<file path="config.mk">
export PLATFORM = sky130hd
export DESIGN_NAME = bank_addr_seq
export DESIGN_NICKNAME = d
export VERILOG_FILES = /design/src/rtl/bas_pkg.sv /design/src/rtl/bas_daddr.sv /design/src/rtl/bas_stack.sv /design/src/rtl/bas_flow.sv /design/src/rtl/bank_addr_seq.sv
export SDC_FILE = /design/constraint.sdc
export NUM_CORES = 1
export LEC_CHECK = 0
export BUFFER_PORTS_ARGS = -buffer_cell sky130_fd_sc_hd__buf_4
export CORE_MARGIN = 2
export CORE_UTILIZATION = 30
export CTS_BUF_LIST = sky130_fd_sc_hd__clkbuf_8
export DETAILED_ROUTE_END_ITERATION = 10
export PLACE_DENSITY_LB_ADDON = 0.25
export SLEW_MARGIN = 10
export SYNTH_ARGS = -nofsm -noshare
export SYNTH_HDL_FRONTEND = slang
export SYNTH_HIERARCHICAL = 1
export SYNTH_SLANG_ARGS = --single-unit
</file>
<file path="constraint.sdc">
create_clock -name clk -period 2.05 [get_ports clk]
set_input_delay 0.1025 -clock clk [delete_from_list [all_inputs] [get_ports clk]]
set_output_delay 0.1025 -clock clk [all_outputs]
set_load 0.03 [all_outputs]
</file>
<file path="src/rtl/bas_pkg.sv">
package bas_pkg;

   typedef enum logic [3:0] {
      CMD_NOP       = 4'd0,
      CMD_LD_ABS    = 4'd1,
      CMD_LD_INDIR  = 4'd2,
      CMD_RD        = 4'd3,
      CMD_RD_INC    = 4'd4,
      CMD_WR        = 4'd5,
      CMD_WR_INC    = 4'd6,
      CMD_WR_DEC    = 4'd7,
      CMD_PUSH      = 4'd8,
      CMD_PULL      = 4'd9,
      CMD_STK_DUMMY = 4'd10,
      CMD_JMP_LONG  = 4'd11,
      CMD_CALL_LONG = 4'd12,
      CMD_CALL      = 4'd13,
      CMD_LD_SP     = 4'd14,
      CMD_RSVD      = 4'd15
   } bas_cmd_e;

   function automatic logic is_data_cycle(bas_cmd_e c);
      return c inside {CMD_RD, CMD_RD_INC, CMD_WR, CMD_WR_INC, CMD_WR_DEC};
   endfunction

   function automatic logic is_stack_cycle(bas_cmd_e c);
      return c inside {CMD_PUSH, CMD_PULL, CMD_STK_DUMMY};
   endfunction

   function automatic logic is_write_cycle(bas_cmd_e c);
      return c inside {CMD_WR, CMD_WR_INC, CMD_WR_DEC, CMD_PUSH};
   endfunction

endpackage

</file>
<file path="src/rtl/bas_daddr.sv">
module bas_daddr
   import bas_pkg::*;
#(
   parameter int BANK_W   = 8,
   parameter int OFF_W    = 16,
   parameter int IDX_W    = 16,
   parameter int NARROW_W = 8,
   localparam int ADDR_W  = BANK_W + OFF_W
) (
   input  logic              clk,
   input  logic              rst_n,
   input  bas_cmd_e          cmd,
   input  logic [OFF_W-1:0]  offset_in,
   input  logic [IDX_W-1:0]  x_in,
   input  logic              x_narrow,
   input  logic [BANK_W-1:0] bank_in,
   output logic [ADDR_W-1:0] daddr_q
);

   logic [IDX_W-1:0]  x_eff;
   logic [ADDR_W-1:0] daddr_n;
   logic [OFF_W-1:0]  off_cur;
   logic [BANK_W-1:0] bank_cur;

   generate
      if (IDX_W > NARROW_W) begin : g_mask
         assign x_eff = x_narrow ? {{(IDX_W-NARROW_W){1'b0}}, x_in[NARROW_W-1:0]} : x_in;
      end else begin : g_pass
         logic unused_narrow;
         assign unused_narrow = x_narrow;
         assign x_eff = x_in;
      end
   endgenerate

   assign off_cur  = daddr_q[OFF_W-1:0];
   assign bank_cur = daddr_q[ADDR_W-1:OFF_W];

   always_comb begin
      daddr_n = daddr_q;
      case (cmd)
         CMD_LD_ABS:             daddr_n = {bank_in, offset_in};
         CMD_LD_INDIR:           daddr_n = {{BANK_W{1'b0}}, OFF_W'(offset_in + OFF_W'(x_eff))};
         CMD_RD_INC, CMD_WR_INC: daddr_n = {bank_cur, OFF_W'(off_cur + OFF_W'(1))};
         CMD_WR_DEC:             daddr_n = {bank_cur, OFF_W'(off_cur - OFF_W'(1))};
         default:                daddr_n = daddr_q;
      endcase
   end

   always_ff @(posedge clk or negedge rst_n) begin
      if (!rst_n) daddr_q <= '0;
      else        daddr_q <= daddr_n;
   end

endmodule

</file>
<file path="src/rtl/bas_stack.sv">
module bas_stack
   import bas_pkg::*;
#(
   parameter int              SP_W       = 16,
   parameter int              PAGE_W     = 8,
   parameter int              ADDR_W     = 24,
   parameter int              STACK_PAGE = 1,
   parameter logic [SP_W-1:0] SP_RESET   = 16'h01FF,
   localparam int             HI_W       = SP_W - PAGE_W
) (
   input  logic              clk,
   input  logic              rst_n,
   input  bas_cmd_e          cmd,
   input  logic              emu,
   input  logic [SP_W-1:0]   sp_load,
   output logic [SP_W-1:0]   sp_q,
   output logic [ADDR_W-1:0] stk_addr
);

   localparam logic [HI_W-1:0] PAGE_HI = HI_W'(STACK_PAGE);

   logic [SP_W-1:0] sp_n;
   logic [SP_W-1:0] sp_up;
   logic [SP_W-1:0] sp_dn;

   function automatic logic [SP_W-1:0] confine(logic [SP_W-1:0] v, logic e);
      return e ? {PAGE_HI, v[PAGE_W-1:0]} : v;
   endfunction

   function automatic logic [ADDR_W-1:0] to_bus(logic [SP_W-1:0] v, logic e);
      return ADDR_W'(confine(v, e));
   endfunction

   assign sp_up = SP_W'(sp_q + SP_W'(1));
   assign sp_dn = SP_W'(sp_q - SP_W'(1));

   always_comb begin
      sp_n     = sp_q;
      stk_addr = to_bus(sp_q, emu);
      case (cmd)
         CMD_PUSH: sp_n = confine(sp_dn, emu);
         CMD_PULL: begin
            sp_n     = confine(sp_up, emu);
            stk_addr = to_bus(sp_up, emu);
         end
         CMD_LD_SP: sp_n = confine(sp_load, emu);
         default:   sp_n = sp_q;
      endcase
   end

   always_ff @(posedge clk or negedge rst_n) begin
      if (!rst_n) sp_q <= SP_RESET;
      else        sp_q <= sp_n;
   end

endmodule

</file>
<file path="src/rtl/bas_flow.sv">
module bas_flow
   import bas_pkg::*;
#(
   parameter int BANK_W = 8,
   parameter int OFF_W  = 16,
   localparam int ADDR_W = BANK_W + OFF_W
) (
   input  logic              clk,
   input  logic              rst_n,
   input  bas_cmd_e          cmd,
   input  logic [ADDR_W-1:0] target,
   output logic [BANK_W-1:0] pbank_q,
   output logic [OFF_W-1:0]  pc_q,
   output logic [OFF_W-1:0]  ret_q
);

   logic load_bank;
   logic load_pc;
   logic save_ret;

   assign load_bank = cmd inside {CMD_JMP_LONG, CMD_CALL_LONG};
   assign load_pc   = cmd inside {CMD_JMP_LONG, CMD_CALL_LONG, CMD_CALL};
   assign save_ret  = cmd inside {CMD_CALL_LONG, CMD_CALL};

   always_ff @(posedge clk or negedge rst_n) begin
      if (!rst_n) begin
         pbank_q <= '0;
         pc_q    <= '0;
         ret_q   <= '0;
      end else begin
         if (load_bank) pbank_q <= target[ADDR_W-1:OFF_W];
         if (load_pc)   pc_q    <= target[OFF_W-1:0];
         if (save_ret)  ret_q   <= pc_q;
      end
   end

endmodule

</file>
<file path="src/rtl/bank_addr_seq.sv">
module bank_addr_seq
   import bas_pkg::*;
#(
   parameter int BANK_W     = 8,
   parameter int OFF_W      = 16,
   parameter int IDX_W      = 16,
   parameter int NARROW_W   = 8,
   parameter int PAGE_W     = 8,
   parameter int STACK_PAGE = 1,
   parameter logic [OFF_W-1:0] SP_RESET = 16'h01FF,
   localparam int ADDR_W    = BANK_W + OFF_W
) (
   input  logic              clk,
   input  logic              rst_n,
   input  logic [3:0]        cmd_i,
   input  logic [ADDR_W-1:0] operand_i,
   input  logic [IDX_W-1:0]  x_i,
   input  logic [BANK_W-1:0] dbank_i,
   input  logic              emu_i,
   input  logic              x8_i,
   output logic [ADDR_W-1:0] bus_addr_o,
   output logic              bus_we_o,
   output logic              bus_vld_o,
   output logic [ADDR_W-1:0] data_addr_o,
   output logic [OFF_W-1:0]  sp_o,
   output logic [BANK_W-1:0] pbank_o,
   output logic [OFF_W-1:0]  pc_o,
   output logic [OFF_W-1:0]  ret_pc_o
);

   generate
      if (IDX_W > OFF_W) begin : g_bad_idx
         $error("bank_addr_seq: IDX_W must not exceed OFF_W");
      end
      if (PAGE_W >= OFF_W || PAGE_W < 1) begin : g_bad_page
         $error("bank_addr_seq: PAGE_W must lie in 1..OFF_W-1");
      end
      if (NARROW_W < 1) begin : g_bad_narrow
         $error("bank_addr_seq: NARROW_W must be positive");
      end
      if (STACK_PAGE >= (1 << (OFF_W - PAGE_W))) begin : g_bad_stk
         $error("bank_addr_seq: STACK_PAGE does not fit above the page");
      end
   endgenerate

   bas_cmd_e          cmd;
   logic [ADDR_W-1:0] daddr_q;
   logic [ADDR_W-1:0] stk_addr;
   logic [ADDR_W-1:0] bus_addr_q;
   logic              bus_we_q;
   logic              bus_vld_q;
   logic              is_data;
   logic              is_stack;

   assign cmd      = bas_cmd_e'(cmd_i);
   assign is_data  = is_data_cycle(cmd);
   assign is_stack = is_stack_cycle(cmd);

   bas_daddr #(
      .BANK_W   (BANK_W),
      .OFF_W    (OFF_W),
      .IDX_W    (IDX_W),
      .NARROW_W (NARROW_W)
   ) u_daddr (
      .clk      (clk),
      .rst_n    (rst_n),
      .cmd      (cmd),
      .offset_in(operand_i[OFF_W-1:0]),
      .x_in     (x_i),
      .x_narrow (x8_i),
      .bank_in  (dbank_i),
      .daddr_q  (daddr_q)
   );

   bas_stack #(
      .SP_W      (OFF_W),
      .PAGE_W    (PAGE_W),
      .ADDR_W    (ADDR_W),
      .STACK_PAGE(STACK_PAGE),
      .SP_RESET  (SP_RESET)
   ) u_stack (
      .clk     (clk),
      .rst_n   (rst_n),
      .cmd     (cmd),
      .emu     (emu_i),
      .sp_load (operand_i[OFF_W-1:0]),
      .sp_q    (sp_o),
      .stk_addr(stk_addr)
   );

   bas_flow #(
      .BANK_W(BANK_W),
      .OFF_W (OFF_W)
   ) u_flow (
      .clk    (clk),
      .rst_n  (rst_n),
      .cmd    (cmd),
      .target (operand_i),
      .pbank_q(pbank_o),
      .pc_q   (pc_o),
      .ret_q  (ret_pc_o)
   );

   always_ff @(posedge clk or negedge rst_n) begin
      if (!rst_n) begin
         bus_addr_q <= '0;
         bus_we_q   <= 1'b0;
         bus_vld_q  <= 1'b0;
      end else begin
         bus_vld_q <= is_data | is_stack;
         bus_we_q  <= is_write_cycle(cmd);
         if (is_data)       bus_addr_q <= daddr_q;
         else if (is_stack) bus_addr_q <= stk_addr;
      end
   end

   assign bus_addr_o  = bus_addr_q;
   assign bus_we_o    = bus_we_q;
   assign bus_vld_o   = bus_vld_q;
   assign data_addr_o = daddr_q;

endmodule

</file>
=== After elaboration in Yosys (flattened, before gate mapping) ===
Cells that the tools add are included.
Widths: inputs -> output; s select.

* Flip-flop bits (word level): 106

* $add $sub $neg: 5
* Equality and inequality tests: 14
* Multiplexer cells: 10
* Bitwise operators: 3
* Reductions and logical operators: 12

{| class="wikitable"
|+ Operator list
! operator !! count
|-
| $mux 16 || 6
|-
| $pmux 24 s4 || 1
|-
| $mux 24 || 2
|-
| $pmux 16 s3 || 1
|-
| $add 16x1->16 const B || 2
|-
| $sub 16x1->16 const B || 2
|-
| $eq 4x4->1 const B || 7
|-
| $add 16x16->16 || 1
|-
| $eq 4x3->1 const B || 4
|-
| $reduce_bool 3->1 || 3
|-
| $eq 4x2->1 const B || 2
|-
| $reduce_bool 2->1 || 4
|-
| $reduce_bool 4->1 || 2
|-
| $reduce_bool 5->1 || 1
|-
| $eq 4x1->1 const B || 1
|-
| $reduce_and 3->1 || 1
|-
| $not 1->1 || 2
|-
| $reduce_or 2->1 || 1
|-
| $or 1x1->1 || 1
|}

=== Longest topological paths before layout ===
* Depth after elaboration: 5
* Gate-level depth with buffers: 12

=== Modules after synthesis ===
Netlist, hierarchy kept.

{| class="wikitable"
|+ By module, submodules not included
! module !! times used !! cells an instance !! area each (um^2) !! seq. area each (um^2)
|-
| bas_daddr || 1 || 361 || 2680.1 || 600.6
|-
| bas_flow || 1 || 213 || 2198.4 || 1001.0
|-
| bas_stack || 1 || 257 || 1905.6 || 411.6
|-
| bank_addr_seq || 1 || 149 || 1382.6 || 650.6
|}

=== Worst setup path after synthesis ===
No wires, ideal clock.

* Path type: input to register
* From: input port cmd_i[1]
* To: register u_daddr.daddr_q[14]
* Arrival time: 2.550 ns
* Data required time: 1.929 ns
* Setup slack: -0.621 ns
* Stages: 12
* Buffers on the path: 2
* Path through: clkbuf_1 -> nand4b_1 -> clkbuf_1 -> xnor2_1 -> ha_1 -> or3_1 -> nor4_1 -> o21bai_1 -> a41oi_1 -> xor2_1 -> nor2_1 -> o22a_1

* Word-level cells in the longest chain between the ends: 3
* Elaborated cells on any way between the ends: 8
* Classes of those cells: eq/ne: 5; mux: 1; reduce/logical: 2

{| class="wikitable"
|+ RTL lines
! item !! line !! RTL
|-
| start: declaration || bank_addr_seq.sv:15 || <nowiki>input logic [3:0] cmd_i,</nowiki>
|-
| $eq 4x3->1 || bas_daddr.sv:40 || <nowiki>case (cmd)</nowiki>
|-
| $reduce_or 2->1 || bas_daddr.sv:40 ||
|-
| $pmux 24 s4 / $reduce_bool 4->1 (equally long branches) || n/a ||
|-
| end signal: assignment || bas_daddr.sv:51 || <nowiki>else daddr_q <= daddr_n;</nowiki>
|-
| end: declaration || bas_daddr.sv:17 || <nowiki>output logic [ADDR_W-1:0] daddr_q</nowiki>
|}

Several ways; a longest one is shown, not always the timed one.
A chain may end at the register's enable or synchronous reset.

=== Worst setup path after layout ===
* From: register u_daddr.daddr_q[2]
* To: register u_daddr.daddr_q[12]

* Word-level cells in the longest chain between the ends: 2
* Elaborated cells on any way between the ends: 3
* Classes of those cells: add/sub: 2; mux: 1

{| class="wikitable"
|+ RTL lines
! item !! line
|-
| $sub 16x1->16 / $add 16x1->16 (equally long branches) || bas_daddr.sv:44, bas_daddr.sv:43
|-
| $pmux 24 s4 (*) || bas_daddr.sv:40
|}

Every way passes the cells marked *; elsewhere a longest branch is shown, timed or not.

==> flow_metrics.tcl <==
set metrics [dict create \
    floorplan.initialDensity 0.304 \
    finalCritPeriodShare 1.06 \
    clk_pin_slew_ns 0.13 \
    rsz0062_at_grt "true" \
    grt_pass1_vias 8438 \
    fmax_mhz 460 \
    clkLatencyLatePin_ns 0.41 \
    hold_viol_final 0 \
    async_flop_share 1.00 \
    diodes 0 \
    layout_setup_ws_ns -0.122 \
    synthCells 980 \
    numClockSinks 106 \
    drc 0 \
    dpl.hpwl_um 23500 \
    grt_util_met1 0.301 \
    slew_violations 0 \
    violations "setup timing" \
    critPathRequiredTime_ns 2.35 \
    clk_path_buf_depth 2 \
    worst_slew_pin_slew_ns 1.15 \
    p_sw_mw 4.58 \
    reg2reg_slack_ns -0.12 \
    use_met3 0.0353 \
    cp_top_family "simple AND/OR/NAND/NOR gates" \
    hold_class "primary input to flip-flop" \
    synth_flop_cell "dfrtp_1" \
    hold_start "operand_i[1]" \
    synth_edf_count 0 \
    cpPeakStageDelay_ns 0.58 \
    vias 8773 \
    routabilityCongestion 0.991 \
    criticalPathCategory "flip-flop to flip-flop" \
    path_cells "or4_4 -> nor3_4 -> a21oi_2 -> a31oi_1 -> xnor2_1 -> a221o_1 -> o22a_1" \
    wl_per_cell_um 19.4 \
    cp_slowest_cell "or4_4" \
    ys_warn_count 6 \
    htreeDepth 3 \
    fin_skew_ns 0.0140 \
    grt_first_pass_wirelength_um 47800 \
    p_leak_nw 4.95 \
    swShare 0.459 \
    grt_overflow_total 0 \
    layout-drive-gt1-share 0.361 \
    ys_ff_latch 106 \
    fin_hold_ws_ns 0.106 \
    die_h_um 169 \
    drt_pass1_iterations 6 \
    netlist_area_um2 8170 \
    rows 60 \
    synth_seq_area_share 0.326 \
    nets 1350 \
    cp_num_buf_inv 0 \
    rr_startpoint "u_daddr/daddr_q[2]" \
    min_to "u_flow/pc_q[1]" \
    report.final.setup_viol 4 \
    worstPathMaxFanout 3 \
    startpoint_type "flip-flop" \
    synth.avg_cell_area_um2 8.33 \
    ys_types 92 \
    synth_top_area_cell "dfrtp_1" \
    grt_max_degree 50 \
    top_usage_layer "met2" \
    grtUsageMet2 0.341 \
    maxCapViolations 0 \
    core-area_um2 26900 \
    power_frac_seq 0.319 \
    period_needed_ns 2.17 \
    drt_iter0_drc 734 \
    critPathArrivalTime_ns 2.48 \
    io_buffers 161 \
    placed_cell_area_um2 10800 \
    clockPowerShare 0.145 \
    cp-end-kind "flip-flop" \
    cts_tree "yes" \
    avgViaCountPerCell 5.43 \
    synth_top_area_share 0.297 \
    routed_wl_um 31300 \
    dieArea_um2 28600 \
    io-pin-count 162 \
    peakVddDrop_mv 0.498 \
    grt_usage 0.214 \
    p_per_area_nw_per_um2 877 \
    internal_power_mw 5.39 \
    max_slew_margin 0.233 \
    root_buffer "clkbuf_8" \
    reg2reg_to "u_daddr/daddr_q[12]" \
    final_area_um2 11400 \
    rr_worst_depth 7 \
    outcome "finished with violations" \
    drtAntennaViolNets 0 \
    yosys-top-cells-count "97 x dfrtp_1, 97 x nor2_1, 60 x nand2_1, 59 x a21oi_1, 48 x nor3_1" \
    synthToLayoutAreaGrowth_pct 39.1 \
    synth.area.top_cells "dfrtp_1 30%, nor2_1 4.5%, a21oi_1 3.6%, ha_1 3.4%, nor3_1 2.9%" \
    antenna_found_initial 0 \
    numCtsBuffers 9 \
    pwr-share-comb 0.536 \
    fp.dieW_um 169 \
    min_path_cells 3 \
]
==> layout by cell type, fill, tap and decap left out, types with 19 or more instances in the layout <==
cell / netlist / routed
a21oi_1: 59 / 54
xnor2_1: 21 / 20
nand3_1: 43 / 43
dfrtp_1: 97 / 96
inv_1: 19 / 19
o21ai_0: 45 / 43
ha_1: 22 / 19
nor2_1: 97 / 95
o22ai_1: 24 / 24
or2_2: 20 / 19
o21ai_1: 32 / 32
a31oi_1: 34 / 34
nand2_1: 60 / 60
nor3_1: 48 / 47
nand3b_1: 19 / 19
buf_4: 13 / 328
==> how the worst max path moves through the flow <==
stage	startpoint	end	slack, ns	cells after the start
CTS	u_daddr/daddr_q[1]	u_daddr/daddr_q[12]	-0.12	7
floorplan	cmd_i[1]	u_daddr/daddr_q[14]	-0.35	12
detailed placement	operand_i[0]	u_daddr/daddr_q[12]	-0.42	11
global placement	x_i[0]	u_daddr/daddr_q[12]	-0.40	11
global route	u_daddr/daddr_q[2]	u_daddr/daddr_q[12]	-0.18	7
finish	u_daddr/daddr_q[2]	u_daddr/daddr_q[12]	-0.12	7
==> worst register-to-register path, stage by stage (launching register included) <==
cell     delay (ns)
dfrtp_1        0.41
or4_4          0.58
nor3_4         0.20
a21oi_2        0.09
a31oi_1        0.18
xnor2_1        0.13
a221o_1        0.30
o22a_1         0.19
==> flip-flops by register name, summed over array words and instances, names as in the netlist <==
signal	flops
bus_vld_o	1
u_flow/ret_q	16
u_daddr/daddr_q	24
u_flow/pc_q	16
bus_addr_o	24
u_stack/sp_q	16
bus_we_o	1
u_flow/pbank_q	8
==> per-layer routing <==
metal / vias up / share of wire
met5: - / 0
met4: 0 / 0.019
met3: 35 / 0.058
met2: 313 / 0.45
met1: 4232 / 0.47
li1: 4193 / -
==> stage by stage <==
step                std cells  setup WS, ns   util  power (mW)  setup TNS (ns)
CTS                      1618        -0.120  0.418        9.94          -0.353
finish                   1617        -0.122  0.423        9.97          -0.276
global placement         1582        -0.403  0.402        8.35           -2.83
floorplan                 987        -0.348      -        6.18           -1.08
detailed placement       1582        -0.417  0.402        8.39           -3.31
global route             1617        -0.177  0.423        10.5          -0.808
==> cell type report <==
type	instances	area, um2
flip-flops and latches	106	2670
well taps	341	427
clock inverters	7	85.1
repair buffers	356	2820
fillers	2766	15500
multi-input cells	778	5170
clock buffers	9	124
inverters	20	75.1
==> cells by family (layout without fill, tap and decap cells) <==
logic type,count (synthesis),in the layout,share of synthesized area
simple gates,383,383,0.252
compound gates,305,305,0.245
flops,106,106,0.326
buf+inv,103,392,0.0671
xor+xnor,39,39,0.0418
fa+ha+maj,23,23,0.0362
mux,20,20,0.0316
other cells,1,8,0.000459
==> what timing repair did <==
item | in CTS | in global routing
setup buffers | 3 | 0
hold buffers | 17 | 0
resized for setup | 11 | 26
hold endpoints to repair | 73 | 0
pin swaps | 8 | 17
endpoints found under the setup margin | 8 | 15
gates cloned | 0 | 0
==> power by group through the flow <==
stage / sequential (mW) / combinational, mW / clock [mW]
3_5_place_dp: 3.20 / 5.19 / 0
4_1_cts: 3.17 / 5.26 / 1.51
6_report: 3.18 / 5.35 / 1.45
5_1_grt: 3.24 / 5.71 / 1.60
3_3_place_gp: 3.19 / 5.16 / 0
2_1_floorplan: 4.13 / 2.05 / 0
(Power assumes the default switching activity.)
